## src/rtl/daisy_irq_pkg.sv

```systemverilog
// Package: shared cycle classification for the interrupt/bus controller.
// Assumes strobes are already synchronous to clk.
package daisy_irq_pkg;
    typedef enum logic [1:0] {
        CYC_IDLE = 2'd0,
        CYC_WR   = 2'd1,
        CYC_RD   = 2'd2,
        CYC_ACK  = 2'd3
    } cyc_kind_t;
endpackage

```

## src/rtl/bus_cycle_decode.sv

```systemverilog
// Module: classifies the current bus cycle from the processor strobes and
// flags the first clock of writes and acknowledges.
// Assumes a cycle holds its strobes for at least two clocks.
module bus_cycle_decode
    import daisy_irq_pkg::*;
(
    input  logic      clk,
    input  logic      rst_n,
    input  logic      sel_n,
    input  logic      rd_n,
    input  logic      ioreq_n,
    input  logic      mcyc1_n,
    output cyc_kind_t cyc,
    output logic      wr_start,
    output logic      ack_start,
    output logic      ack_active
);
    cyc_kind_t prev_q;

    // Classify: acknowledge outranks chip-enabled accesses.
    always_comb begin
        if (!ioreq_n && !mcyc1_n)     cyc = CYC_ACK;
        else if (!ioreq_n && !sel_n)  cyc = rd_n ? CYC_WR : CYC_RD;
        else                          cyc = CYC_IDLE;
    end

    // Remember last cycle kind to find cycle starts.
    always_ff @(posedge clk) begin
        if (!rst_n) prev_q <= CYC_IDLE;
        else        prev_q <= cyc;
    end

    assign wr_start   = (cyc == CYC_WR)  && (prev_q != CYC_WR);
    assign ack_start  = (cyc == CYC_ACK) && (prev_q != CYC_ACK);
    assign ack_active = (cyc == CYC_ACK);

    // a write strobe lasts a single clock
    assert_wr_single_R1: assert property (@(posedge clk) disable iff (!rst_n)
        wr_start |=> !wr_start);
endmodule

```

## src/rtl/irq_prio_core.sv

```systemverilog
// Module: pending and in-service tracking with fixed priority (index 0
// highest), chain gating, winner selection and end-of-service retirement.
// Assumes tc_pulse bits are single-clock pulses.
module irq_prio_core #(
    parameter int NCH = 4
) (
    input  logic                     clk,
    input  logic                     rst_n,
    input  logic [NCH-1:0]           tc_pulse,
    input  logic [NCH-1:0]           irq_en,
    input  logic                     chain_in,
    input  logic                     ack_start,
    input  logic                     ack_active,
    input  logic                     svc_done,
    output logic                     chain_out,
    output logic                     irq_n,
    output logic                     ack_own,
    output logic [$clog2(NCH)-1:0]   ack_ch
);
    localparam int CW = $clog2(NCH);

    logic [NCH-1:0] ip_q, ius_q, above, elig, grant_mask, eos_mask;
    logic [CW-1:0]  win_idx;
    logic           win_vld, grant;

    // Service blocking: OR of in-service flags at this rank and above.
    genvar g;
    generate
        for (g = 0; g < NCH; g++) begin : g_blk
            if (g == 0) begin : g_top
                assign above[g] = ius_q[g];
            end else begin : g_rest
                assign above[g] = above[g-1] | ius_q[g];
            end
            assign elig[g] = chain_in & ip_q[g] & ~above[g];
        end
    endgenerate

    // Priority encoder: lowest index among eligible channels.
    always_comb begin
        win_vld = 1'b0;
        win_idx = '0;
        for (int i = NCH - 1; i >= 0; i--) begin
            if (elig[i]) begin
                win_vld = 1'b1;
                win_idx = CW'(i);
            end
        end
    end

    assign grant      = ack_start & win_vld;
    assign grant_mask = grant ? (NCH'(1) << win_idx) : '0;
    assign eos_mask   = svc_done ? (ius_q & (~ius_q + NCH'(1))) : '0;

    // Update pending and in-service flags.
    always_ff @(posedge clk) begin
        if (!rst_n) begin
            ip_q  <= '0;
            ius_q <= '0;
        end else begin
            ip_q  <= ((ip_q & ~grant_mask) | (tc_pulse & irq_en)) & irq_en;
            ius_q <= (ius_q & ~eos_mask) | grant_mask;
        end
    end

    // Hold the acknowledged channel for the rest of the acknowledge.
    always_ff @(posedge clk) begin
        if (!rst_n) begin
            ack_own <= 1'b0;
            ack_ch  <= '0;
        end else if (grant) begin
            ack_own <= 1'b1;
            ack_ch  <= win_idx;
        end else if (!ack_active) begin
            ack_own <= 1'b0;
        end
    end

    assign chain_out = chain_in & ~(|ius_q);
    assign irq_n     = ~(|ip_q);

    // a granted channel is in service on the next clock
    assert_grant_sets_ius_R6: assert property (@(posedge clk) disable iff (!rst_n)
        grant |=> ius_q[$past(win_idx)]);
    // no grant without the chain enable
    assert_grant_needs_chain_R8: assert property (@(posedge clk) disable iff (!rst_n)
        ack_start && !chain_in |=> !ack_own);
    // end of service retires exactly one flag
    assert_eos_one_R10: assert property (@(posedge clk) disable iff (!rst_n)
        (svc_done && (|ius_q) && !grant) |=>
            ($countones(ius_q) + 1 == $past($countones(ius_q))));
endmodule

```

## src/rtl/bus_drive_mux.sv

```systemverilog
// Module: base-vector register, write-strobe fan-out and data-bus output
// selection (counter read or acknowledge vector).
// Assumes the vector layout {base, channel, 0}.
module bus_drive_mux
    import daisy_irq_pkg::*;
#(
    parameter int NCH = 4,
    parameter int DW  = 8
) (
    input  logic                   clk,
    input  logic                   rst_n,
    input  cyc_kind_t              cyc,
    input  logic                   wr_start,
    input  logic [$clog2(NCH)-1:0] chan_sel,
    input  logic [DW-1:0]          bus_din,
    input  logic [NCH*DW-1:0]      cnt_val,
    input  logic                   ack_own,
    input  logic [$clog2(NCH)-1:0] ack_ch,
    output logic [DW-1:0]          bus_dout,
    output logic                   bus_oe,
    output logic [NCH-1:0]         wr_stb,
    output logic [DW-1:0]          wr_data
);
    localparam int CW = $clog2(NCH);
    localparam int BW = DW - CW - 1;

    logic [BW-1:0] base_q;
    logic          vec_wr;

    assign vec_wr = wr_start && (chan_sel == '0) && !bus_din[0];

    // Load the base vector on a vector-form write.
    always_ff @(posedge clk) begin
        if (!rst_n)      base_q <= '0;
        else if (vec_wr) base_q <= bus_din[DW-1:CW+1];
    end

    // One strobe line per channel.
    genvar g;
    generate
        for (g = 0; g < NCH; g++) begin : g_stb
            assign wr_stb[g] = wr_start && !vec_wr && (chan_sel == CW'(g));
        end
    endgenerate
    assign wr_data = bus_din;

    // Select outbound data and enable.
    always_comb begin
        if (ack_own) bus_dout = {base_q, ack_ch, 1'b0};
        else         bus_dout = cnt_val[chan_sel*DW +: DW];
        bus_oe = rst_n && ((cyc == CYC_RD) || (ack_own && cyc == CYC_ACK));
    end

    // vector-form write lands in the base register
    assert_vec_load_R2: assert property (@(posedge clk) disable iff (!rst_n)
        vec_wr |=> base_q == $past(bus_din[DW-1:CW+1]));
    // a read cycle always drives the bus
    assert_read_drives_R3: assert property (@(posedge clk) disable iff (!rst_n)
        (cyc == CYC_RD) |-> bus_oe);
endmodule

```

## src/rtl/daisy_irq_ctl.sv

```systemverilog
// Module: top of the interrupt/bus controller for a four-channel
// counter/timer; wires decode, priority core and bus mux together.
// Assumes synchronous strobes and a synchronous active-low reset.
module daisy_irq_ctl
    import daisy_irq_pkg::*;
#(
    parameter int NCH = 4,
    parameter int DW  = 8
) (
    input  logic                   clk,
    input  logic                   rst_n,
    input  logic                   sel_n,
    input  logic                   rd_n,
    input  logic                   ioreq_n,
    input  logic                   mcyc1_n,
    input  logic [$clog2(NCH)-1:0] chan_sel,
    input  logic [DW-1:0]          bus_din,
    output logic [DW-1:0]          bus_dout,
    output logic                   bus_oe,
    input  logic [NCH*DW-1:0]      cnt_val,
    input  logic [NCH-1:0]         tc_pulse,
    input  logic [NCH-1:0]         irq_en,
    input  logic                   svc_done,
    input  logic                   chain_in,
    output logic                   chain_out,
    output logic                   irq_n,
    output logic [NCH-1:0]         wr_stb,
    output logic [DW-1:0]          wr_data
);
    localparam int CW = $clog2(NCH);

    cyc_kind_t     cyc;
    logic          wr_start, ack_start, ack_active, ack_own;
    logic [CW-1:0] ack_ch;

    bus_cycle_decode u_dec (
        .clk(clk), .rst_n(rst_n), .sel_n(sel_n), .rd_n(rd_n),
        .ioreq_n(ioreq_n), .mcyc1_n(mcyc1_n), .cyc(cyc),
        .wr_start(wr_start), .ack_start(ack_start), .ack_active(ack_active)
    );

    irq_prio_core #(.NCH(NCH)) u_core (
        .clk(clk), .rst_n(rst_n), .tc_pulse(tc_pulse), .irq_en(irq_en),
        .chain_in(chain_in), .ack_start(ack_start), .ack_active(ack_active),
        .svc_done(svc_done), .chain_out(chain_out), .irq_n(irq_n),
        .ack_own(ack_own), .ack_ch(ack_ch)
    );

    bus_drive_mux #(.NCH(NCH), .DW(DW)) u_mux (
        .clk(clk), .rst_n(rst_n), .cyc(cyc), .wr_start(wr_start),
        .chan_sel(chan_sel), .bus_din(bus_din), .cnt_val(cnt_val),
        .ack_own(ack_own), .ack_ch(ack_ch), .bus_dout(bus_dout),
        .bus_oe(bus_oe), .wr_stb(wr_stb), .wr_data(wr_data)
    );

    // vector drive only inside an acknowledge the block won
    assert_vec_in_ack_R5: assert property (@(posedge clk) disable iff (!rst_n)
        (bus_oe && mcyc1_n == 1'b0) |-> ack_own);
endmodule

```

## config.mk

```make
export PLATFORM = sky130hd
export DESIGN_NAME = daisy_irq_ctl
export DESIGN_NICKNAME = d
export VERILOG_FILES = /design/src/rtl/daisy_irq_pkg.sv /design/src/rtl/bus_cycle_decode.sv /design/src/rtl/irq_prio_core.sv /design/src/rtl/bus_drive_mux.sv /design/src/rtl/daisy_irq_ctl.sv
export SDC_FILE = /design/constraint.sdc
export NUM_CORES = 1
export LEC_CHECK = 0
export BUFFER_PORTS_ARGS = -buffer_cell sky130_fd_sc_hd__clkbuf_2
export CORE_UTILIZATION = 35
export CTS_BUF_LIST = sky130_fd_sc_hd__clkbuf_16
export CTS_CLUSTER_SIZE = 14
export DETAILED_ROUTE_END_ITERATION = 7
export PLACE_DENSITY = 0.66
export SYNTH_ARGS = -nofsm -noshare
export SYNTH_HDL_FRONTEND = slang
export SYNTH_SLANG_ARGS = --single-unit
```

## constraint.sdc

```tcl
create_clock -name clk -period 1.9 [get_ports clk]
set_clock_uncertainty 0.1 [all_clocks]
set_input_delay 0.19 -clock clk [delete_from_list [all_inputs] [get_ports clk]]
set_output_delay 0.19 -clock clk [all_outputs]
set_load 0.05 [all_outputs]
```

==> results.py <==
metrics = {
    "pwr": {
        "power.leakage_nw": 0.8007,
        "swShare": 0.3022,
        "seqPwrFrac": 0.350,
        "intPower_uw": 790.5,
        "cellPowerDensity_nw_per_um2": 662.3,
        "finalPower_mw": 1.133,
        "pwr-share-comb": 0.282,
        "vdd_ir_drop_max_mv": 0.2769,
        "power_switching_uw": 342.3,
        "p_clk_frac": 0.368,
    },
    "worst_setup_path": {
        "cp.required_ns": 1.61,
        "critical_path_class": "input port to output port",
        "cp_data_arrival_time_ns": 1.53,
        "rr_worst_depth": 4,
        "r2r_start": "u_dec.prev_q[0]$_SDFF_PN0_",
        "regToRegSetupSlack_ns": 0.40,
        "critPathMaxFanout": 10,
        "cp-start-kind": "input port",
        "critPathCaptureType": "output port",
        "timing.rr.end": "u_core.ip_q[1]$_SDFF_PN0_",
    },
    "clock_network": {
        "cts-root-buf": "clkbuf_16",
        "insertion_delay_ns": 0.25,
        "cts-buffers-inserted": 3,
        "htreeDepth": 1,
        "ctsHoldBuffers": 0,
        "clock-sinks": 18,
        "cts_setup_buffers": 0,
        "clockBufferDepth": 2,
        "cts_tree": "done",
        "clkTransAtPathRegs_ns": 0.05,
    },
    "floorplanning": {
        "die_area_um2": 3881,
        "die_h_um": 62.30,
        "core-area_um2": 3416,
        "initial_utilization": 0.3725,
        "row_count": 21,
        "boundaryPins": 81,
        "die_x_um": 62.30,
    },
    "grt": {
        "grt_pass1_wl_mm": 5.271,
        "overflow": 0,
        "antenna_found_initial": 0,
        "first_global_vias": 1193,
        "gr-usage-all-layers": 0.1670,
        "grt_max_degree": 26,
    },
    "finish": {
        "layout_commonest_cell": "clkbuf_2",
        "final_cell_mix": "clkbuf_2 (75), dfxtp_1 (18), nand2_1 (17), o21ai_0 (9)",
        "fin_nets": 257,
        "num_antenna_cells": 0,
        "layout-drive-gt1-share": 0.4949,
        "area_growth_pct": 34.41,
        "finalNonFillerCells": 244,
        "fill_cells": 335,
    },
    "route": {
        "drt-initial-drc-count": 76,
        "vias": 1220,
        "first_pass_iters": 4,
        "postRouteWirelength_mm": 2.954,
        "drc": 0,
        "viasPerCell": 5.000,
        "wl_per_cell_um": 12.11,
        "postRouteAntennaNets": 0,
    },
    "logic_synthesis": {
        "yosysWarnings": 0,
        "synth_compound_area_frac": 0.1386,
        "syn-mean-instance-area_um2": 9.714,
        "syn_area_um2": 1272,
        "syn_inst": 131,
        "yosysUniqueCellTypes": 32,
        "synth_top_family_by_area": "multiplexers",
        "syn_nets": 189,
        "synth-seq-cells": 18,
        "synth_xor_area_frac": 0,
        "ys_seq_area_frac": 0.2832,
        "synthSimpleGateAreaFrac": 0.2153,
        "synthAdderAreaFrac": 0,
        "muxShareOfSynthArea": 0.2684,
    },
    "timing": {
        "rsz0062_at_grt": "no",
        "finalMaxSlewViolations": 0,
        "timing.setup.tns_ns": 0,
        "hold_viol": 0,
        "worstMarginPinSlew_ns": 0.4491,
        "max_slew_margin": 0.6988,
        "fin_crit_ns": 1.820,
        "fin_crit_sh": 0.9577,
        "max_freq_mhz": 549.6,
        "setup_viol": 0,
    },
    "hold_path": {
        "min_path_cells": 3,
        "hold_path.class": "input port to register",
        "worstHoldStart": "irq_en[0]",
        "hold_end": "u_core.ip_q[0]$_SDFF_PN0_",
    },
    "flow_run": {
        "maxCapViolCount": 0,
    },
    "placed_design": {
        "hpwl_mm": 2.410,
        "dp_cells": 240,
        "place_congestion": 0.8176,
        "io_buffer_count": 76,
    },
    "status": {
        "status": "completed",
    },
}
metal layers:
layer	routed length, um	vias to the layer above	track usage
met5	0	-	0
met3	261	6	0.03860
met1	1331	534	0.2106
met2	1307	65	0.2843
li1	-	615	-
met4	54	0	0.04651
metrics by stage:
step                      hold WS, ns  cell area [um^2]  setup slack, ns  utilization
after floorplan                0.2061              1284           0.2188            -
after global placement         0.2808              1632          0.07043       0.4777
after detailed placement       0.2808              1632          0.05243       0.4777
after CTS                     0.04691              1710          0.05146       0.5007
after global routing          0.06427              1710          0.01034       0.5007
final                         0.04861              1710          0.08043       0.5007
how the worst max path moves through the flow:
stage	slack (ns)	startpoint	depth (start not counted)	endpoint
after floorplan	0.22	u_core.ius_q[0]$_SDFF_PN0_	2	chain_out
after global placement	0.07	chan_sel[0]	4	bus_dout[7]
after detailed placement	0.05	chan_sel[0]	4	bus_dout[7]
after CTS	0.05	chan_sel[0]	4	bus_dout[7]
after global routing	0.01	chan_sel[0]	4	bus_dout[5]
final	0.08	chan_sel[0]	4	bus_dout[7]
registers in the layout, summed over array words and instances, names as in the netlist:
register        count
u_core.ius_q        4
u_mux.base_q        5
u_core.ack_own      1
u_core.ip_q         4
u_core.ack_ch       2
u_dec.prev_q        2
synth_stat cells (all sizes together):
master    n  area, um^2
o211ai    4       30.03
nand2    17       63.81
nand2b    1       6.260
buf      10       82.58
nor2      7       26.28
o2bb2ai   2       17.52
nor4b     2       30.03
nand3b    1       20.02
o31a      1       10.01
a211oi    1       7.510
a21boi    1       11.26
mux2      7       78.83
a21oi     4       20.02
o2111ai   1       8.760
nand3     3       15.01
nor3b     2       15.01
dfxtp    18       360.4
nor4      1       6.260
and4bb    1       12.51
o2111a    1       11.26
o21ai     9       45.04
and2      2       12.51
clkbuf    4       15.01
nor3      1       16.27
mux4      8       202.7
inv       6       22.52
nor2b     5       31.28
o21a      2       15.01
and3      3       18.77
mux2i     6       60.06
cell type report:
cell class / instances / area [um^2] / area share
flip-flops and latches: 18 / 360.3 / 0.2107
clock inverters: 1 / 3.754 / 0.002195
inverters: 6 / 22.52 / 0.01317
repair buffers: 77 / 387.9 / 0.2268
multi-input cells: 93 / 803.3 / 0.4696
well taps: 46 / 57.56 / 0.03365
clock buffers: 3 / 75.07 / 0.04389
power by group through the flow:
stage / Sequential, mW / Combinational [mW] / Clock (mW)
finish: 0.397 / 0.319 / 0.417
global placement: 0.405 / 0.319 / 0
global route: 0.398 / 0.345 / 0.441
CTS: 0.397 / 0.322 / 0.425
floorplan: 0.401 / 0.246 / 0
detailed placement: 0.405 / 0.321 / 0
logic make-up after synthesis:
kind of cell,count (synthesis)
mux,21
compound gates,26
simple gates,46
flops,18
buf+inv,20
critical path, cell delays in order:
cell      delay [ns]
buf_2           0.24
mux4_1          0.57
mux2_2          0.29
clkbuf_2        0.24
timing repair:
item	CTS	global route
resized for setup	0	1
endpoints found under the setup margin	0	3
endpoints found under the hold margin	0	0
(Power assumes the default switching activity.)
